==> src/rtl/read_hold_mux_pkg.sv <==
package read_hold_mux_pkg;

  // Strobes from the control half to the datapath half.
  typedef struct packed {
    logic loadData;   // capture the selected lane at this edge
    logic ackNext;    // value the master acknowledge takes after this edge
  } muxStrobes_t;

  function automatic int selWidth(input int n);
    return (n > 1) ? $clog2(n) : 1;
  endfunction

endpackage

==> src/rtl/read_hold_mux_ctrl.sv <==
module read_hold_mux_ctrl
  import read_hold_mux_pkg::*;
#(
  parameter int N     = 4,
  parameter int SEL_W = selWidth(N)
) (
  input  logic             clk,
  input  logic             rstN,
  input  logic [N-1:0]     slvAck,
  output muxStrobes_t      strobes,
  output logic [SEL_W-1:0] selIdx,
  output logic             ackReg
);

  // Lowest index wins: scan downward so the last hit is the smallest index.
  always_comb begin
    selIdx = '0;
    for (int i = N - 1; i >= 0; i--) begin
      if (slvAck[i]) selIdx = i[SEL_W-1:0];
    end
  end

  always_comb begin
    strobes.loadData = |slvAck;
    strobes.ackNext  = |slvAck;
  end

  always_ff @(posedge clk or negedge rstN) begin
    if (!rstN) ackReg <= 1'b0;
    else       ackReg <= strobes.ackNext;
  end

endmodule

==> src/rtl/read_hold_mux_dp.sv <==
module read_hold_mux_dp
  import read_hold_mux_pkg::*;
#(
  parameter int N     = 4,
  parameter int DW    = 16,
  parameter int SEL_W = selWidth(N)
) (
  input  logic             clk,
  input  logic             rstN,
  input  logic [N*DW-1:0]  slvData,
  input  muxStrobes_t      strobes,
  input  logic [SEL_W-1:0] selIdx,
  output logic [DW-1:0]    holdReg
);

  logic [DW-1:0] lane [N];
  logic [DW-1:0] selData;

  for (genvar g = 0; g < N; g++) begin : g_lane
    assign lane[g] = slvData[g*DW +: DW];
  end

  assign selData = lane[selIdx];

  // Register only loads on an acknowledge; otherwise the bus value is held.
  always_ff @(posedge clk or negedge rstN) begin
    if (!rstN)                 holdReg <= '0;
    else if (strobes.loadData) holdReg <= selData;
  end

endmodule

==> src/rtl/read_hold_mux.sv <==
module read_hold_mux
  import read_hold_mux_pkg::*;
#(
  parameter int N  = 4,
  parameter int DW = 16
) (
  input  logic          clk,
  input  logic          rstN,
  input  logic [N*DW-1:0] slvData,
  input  logic [N-1:0]  slvAck,
  output logic [DW-1:0] mstData,
  output logic          mstAck
);

  localparam int SEL_W = selWidth(N);

  muxStrobes_t      strobes;
  logic [SEL_W-1:0] selIdx;

  read_hold_mux_ctrl #(.N(N), .SEL_W(SEL_W)) u_ctrl (
    .clk     (clk),
    .rstN    (rstN),
    .slvAck  (slvAck),
    .strobes (strobes),
    .selIdx  (selIdx),
    .ackReg  (mstAck)
  );

  read_hold_mux_dp #(.N(N), .DW(DW), .SEL_W(SEL_W)) u_dp (
    .clk     (clk),
    .rstN    (rstN),
    .slvData (slvData),
    .strobes (strobes),
    .selIdx  (selIdx),
    .holdReg (mstData)
  );

endmodule

==> config.mk <==
export PLATFORM = sky130hd
export DESIGN_NAME = read_hold_mux
export DESIGN_NICKNAME = d
export VERILOG_FILES = /design/src/rtl/read_hold_mux_pkg.sv /design/src/rtl/read_hold_mux_ctrl.sv /design/src/rtl/read_hold_mux_dp.sv /design/src/rtl/read_hold_mux.sv
export SDC_FILE = /design/constraint.sdc
export NUM_CORES = 1
export LEC_CHECK = 0
export BUFFER_PORTS_ARGS = -buffer_cell sky130_fd_sc_hd__buf_2
export CORE_ASPECT_RATIO = 0.9
export CORE_UTILIZATION = 38
export CTS_BUF_LIST = sky130_fd_sc_hd__clkbuf_4 sky130_fd_sc_hd__clkbuf_8
export DETAILED_ROUTE_END_ITERATION = 16
export PLACE_DENSITY_LB_ADDON = 0.08
export SETUP_SLACK_MARGIN = 0.1
export SLEW_MARGIN = 20
export SYNTH_ARGS = -nofsm -noshare
export SYNTH_HDL_FRONTEND = slang
export SYNTH_SLANG_ARGS = --single-unit
==> constraint.sdc <==
create_clock -name clk -period 0.8 [get_ports clk]
set_clock_uncertainty 0.1 [all_clocks]
set_input_delay 0.12 -clock clk [delete_from_list [all_inputs] [get_ports clk]]
set_output_delay 0.12 -clock clk [all_outputs]
set_load 0.03 [all_outputs]
Yosys cells after proc, flatten, opt, wreduce, memory -nomap -nowiden
Cells that the tools add are included.
{"block": "word_totals", "register_bits": 17, "out_inout_bits": 17}
{"block": "op_classes", "n_lt_le_gt_ge": 1, "muxes": 7, "bitwise_logic": 1, "n_reduce_logical": 1}
{"op": "$bmux 16 s2", "count": 1}
{"op": "$mux 16", "count": 2}
{"op": "$mux 2", "count": 4}
{"op": "$reduce_or 4->1", "count": 1}
{"op": "$ge 3x3->1 const B", "count": 1}
{"op": "$not 2->3", "count": 1}

Logic depth before layout (Yosys ltp)
{"block": "logic_depth", "ltp_word": 8, "depth_mapped": 6, "depth_no_buf": 3}

By module
From an unflattened synthesis, not the netlist that was laid out.
{"block": "unflattened", "cells_unflattened": 99, "area_unflattened_um2": 1209.9}
{"module": "read_hold_mux_dp", "instances": 1, "cells_each": 90, "area_each_um2": 1142.3, "seq_area_each_um2": 400.4}
{"module": "read_hold_mux_ctrl", "instances": 1, "cells_each": 9, "area_each_um2": 67.6, "seq_area_each_um2": 25.0}

Least setup slack after synthesis
No wires, ideal clock.
{"block": "synth_timing", "kind": "input to register", "from": "input slvAck[2]", "to": "register u_dp.holdReg[10]", "arrival_time_ns": 1.119, "t_required_ns": 0.573, "path_slack_ns": -0.547, "path_stages": 6, "path_cell_list": "buf_6 > or4_4 > buf_6 > buf_6 > nor2_2 > a31oi_2"}
{"block": "synth_via", "elab_chain_len": 7, "elab_cells_between_ends": 8}
{"item": "start, declared", "line": "read_hold_mux.sv:10", "rtl": "input logic [N-1:0] slvAck,"}
{"item": "$mux 2 (3 in series)", "line": "read_hold_mux_ctrl.sv:19", "rtl": "if (slvAck[i]) selIdx = i[SEL_W-1:0];"}
{"item": "$not 2->3 (implied by the code)", "line": "read_hold_mux_dp.sv:23", "rtl": "assign selData = lane[selIdx];"}
{"item": "$bmux 16 s2", "line": "read_hold_mux_dp.sv:23"}
{"item": "$mux 16 (implied by the code) (2 in series)", "line": "read_hold_mux_dp.sv:23"}
{"item": "end signal, assigned", "line": "read_hold_mux_dp.sv:28", "rtl": "else if (strobes.loadData) holdReg <= selData;"}
{"item": "end, declared", "line": "read_hold_mux_dp.sv:13", "rtl": "output logic [DW-1:0] holdReg"}
Parallel ways exist; a longest one is shown, timed or not. The select of a mux whose other input is x is not followed.
A chain may end at the register's enable or synchronous reset.

Final worst setup path
{"block": "layout_timing", "from": "register u_dp.holdReg[4]", "to": "output mstData[4]"}
{"item": "end, declared", "line": "read_hold_mux.sv:11", "rtl": "output logic [DW-1:0] mstData,"}
No word-level cell between the ends.

==> results by group <==
Floorplanning
  • Chip height: 54.9 microns
  • Initial core utilization: 41.4%
  • Core Box Area: 0.00286 sq mm
  • I/O pin total: 87
  • Die Area: 0.00334 sq mm
  • Row cnt: 18
  • Die X: 60.8 microns

Timing
  • Slew Viols, Final: 0
  • Crit share post-route: 135%
  • Fmax: 925 MHz
  • RSZ-0062 raised after global routing: true
  • WHS: -0.0366 ns
  • Least-Margin Pin Slew: 0.259 ns
  • Setup violators final: 34
  • Final Hold Fails: 13
  • Fin crit period: 1.08 ns
  • Final worst setup slack: -0.281 ns
  • Worst slew margin: 82.8%

Route
  • Post-Route WL: 4110 microns
  • Vias per std cell: 5.31
  • Vias: 1523
  • Iter 0 DRT Violations: 50
  • Drt wl/cell: 14.3 microns
  • Antenna viol nets, final: 0
  • DRC Markers: 0
  • First drt pass iteration count: 4

Critical path
  • Arr. time, crit path: 0.86 ns
  • Crit path max fanout: 2
  • Critical path class: reg2out
  • Crit path buf inv count: 1
  • Crit-path slowest cell: dfrtp_2
  • Startpoint Class: flip-flop
  • CP Cell Sequence: buf_6
  • Data required time at the worst endpoint: 0.58 ns
  • Delay-heaviest family, CP: flip-flops
  • Worst path max stage delay: 0.43 ns
  • CP endpoint kind: primary output

Power and ir drop
  • Flop pwr share: 39.7%
  • Pleak: 1.02 nW
  • Comb power frac: 41.6%
  • Internal: 1.74 mW
  • PwrDens: 1250 mW/mm^2
  • NetSw: 0.845 mW
  • Switch share: 32.7%
  • Share of total power in the clock network: 18.7%
  • Peak supply drop: 0.000484 V

Final layout
  • Area Overhead vs Synth: 74.5%
  • Final nets: 318
  • Post-route cell area: 0.00207 sq mm
  • Fin util: 72.2%
  • Most common cell after layout, fill and taps aside: buf_2
  • Commonest non-fill, non-tap cells in the layout: buf_2, buf_6
  • Diode count: 0
  • Layout cell share with drive strength beyond 1: 60.3%

CTS
  • Clock Latency Late Sink: 0.29 ns
  • Clock sinks: 17
  • Hold-fix buffers at CTS: 1
  • CTS H-tree depth: 1
  • Reg clk slew, reported paths: 0.10 ns
  • CTS tree: done
  • CTS max path bufs: 2
  • Root Buffer: clkbuf_4
  • Total CTS buffers: 3

Logic synthesis
  • Distinct cell type count of the synthesized netlist: 16
  • Yosys top cell area share: 35.9%
  • Post-synthesis instance total: 145
  • Area of the mapped netlist: 0.00118 sq mm
  • Syn Area/Cell: 8.16 sq um
  • Sequential-to-total area share from yosys stat: 35.9%
  • Synth Register Bits: 17
  • Ranking of synthesized cells by area: dfrtp_1, a22o_1, nand3b_1
  • Synth Net Count: 215
  • Synth warn: 0
  • Synth area leader: dfrtp_1

Job
  • Max_cap viols: 0

Place
  • Final Wtd Congestion: 0.754
  • # port buffers: 86
  • Post-DP HPWL: 2640 microns
  • Instance area at placement: 0.00165 sq mm

Global route
  • Grt ovf: 0
  • First-pass GRT wire length: 6200 microns
  • Tot GR Track Use: 26.0%
  • Largest net degree at the start of global routing: 29
  • Initial antenna violation count: 0
  • Vias in the first global route: 1350

Min path
  • Hold WC Path Type: in2reg

Outcome
  • Failing checks: hold timing, setup timing
  • Outcome: finished, violations left
[sequential cells by signal, indices dropped and copies added (netlist names)]
signal / cells
u_ctrl.ackReg: 1
u_dp.holdReg: 16
[path summary, 6_finish.rpt]
kind	startpoint	endpoint	slack, ns	cells past startpoint
worst min register to register	u_dp.holdReg[0]	u_dp.holdReg[0]	0.48	2
worst max-delay path	u_dp.holdReg[4]	mstData[4]	-0.28	1
min in group asynchronous	rstN	u_dp.holdReg[11]	0.16	2
worst max register to register	u_dp.holdReg[3]	u_dp.holdReg[3]	-0.21	4
max in group asynchronous	rstN	u_dp.holdReg[2]	0.22	2
worst min-delay path	slvData[57]	u_dp.holdReg[9]	-0.04	3
[layer usage]
layer | share of wire (%) | global-route usage, % | wire, microns | up-vias
li1 | - | - | - | 718
met1 | 43 | 33.1 | 1770 | 693
met2 | 47 | 44.7 | 1950 | 93
met3 | 6.7 | 3.26 | 277 | 19
met4 | 2.9 | 11.4 | 119 | 0
met5 | 0 | 0 | 0 | -
[power by group through the flow]
stage	logic [mW]	clock network [mW]	registers (mW)
6_report	1.08	0.484	1.03
5_1_grt	1.15	0.516	1.03
4_1_cts	0.979	0.478	1.02
3_5_place_dp	0.792	0	1.02
3_3_place_gp	0.776	0	1.02
2_1_floorplan	0.283	0	1.20
[cell usage after synthesis (all sizes together)]
library cell and n:
dfrtp 17, a21oi 16, a22o 16, a31oi 16, inv 16, nand2 16
nand3b 16, nor2 16, buf 9, clkbuf 5, nor4b 1, or4 1
[per-stage QoR]
step / setup slack [ns] / total power, mW / TNS, ns / instances
CTS: -0.274 / 2.48 / -7.66 / 279
floorplan: -0.512 / 1.49 / -8.41 / 145
global placement: -0.573 / 1.79 / -9.53 / 265
global route: -0.301 / 2.71 / -8.92 / 287
finish: -0.281 / 2.59 / -7.87 / 287
detailed placement: -0.608 / 1.82 / -9.81 / 265
[cell type report]
| cell class | count | area, sq um |
|---|---|---|
| Timing Repair Buffer | 109 | 776 |
| Tap cell | 40 | 50.0 |
| Multi-Input combinational cell | 101 | 708 |
| Fill cell | 226 | 795 |
| Clock buffer | 4 | 30.0 |
| Inverter | 16 | 60.1 |
| Sequential cell | 17 | 442 |
[logic make-up after synthesis]
family	synth area share, %
buffers and inverters	13.0
AOI/OAI and AO/OA	27.6
and+or+nand+nor	23.5
DFF	35.9
[repair_timing]
action / CTS / global route
gates resized for setup: 50 / 26
setup endpoints to repair: 34 / 51
gates cloned: 4 / 0
buffers inserted: 5 / 8
pin swaps: 24 / 26
endpoints found under the hold margin: 31 / 12
Power figures use the tool's default switching activity.
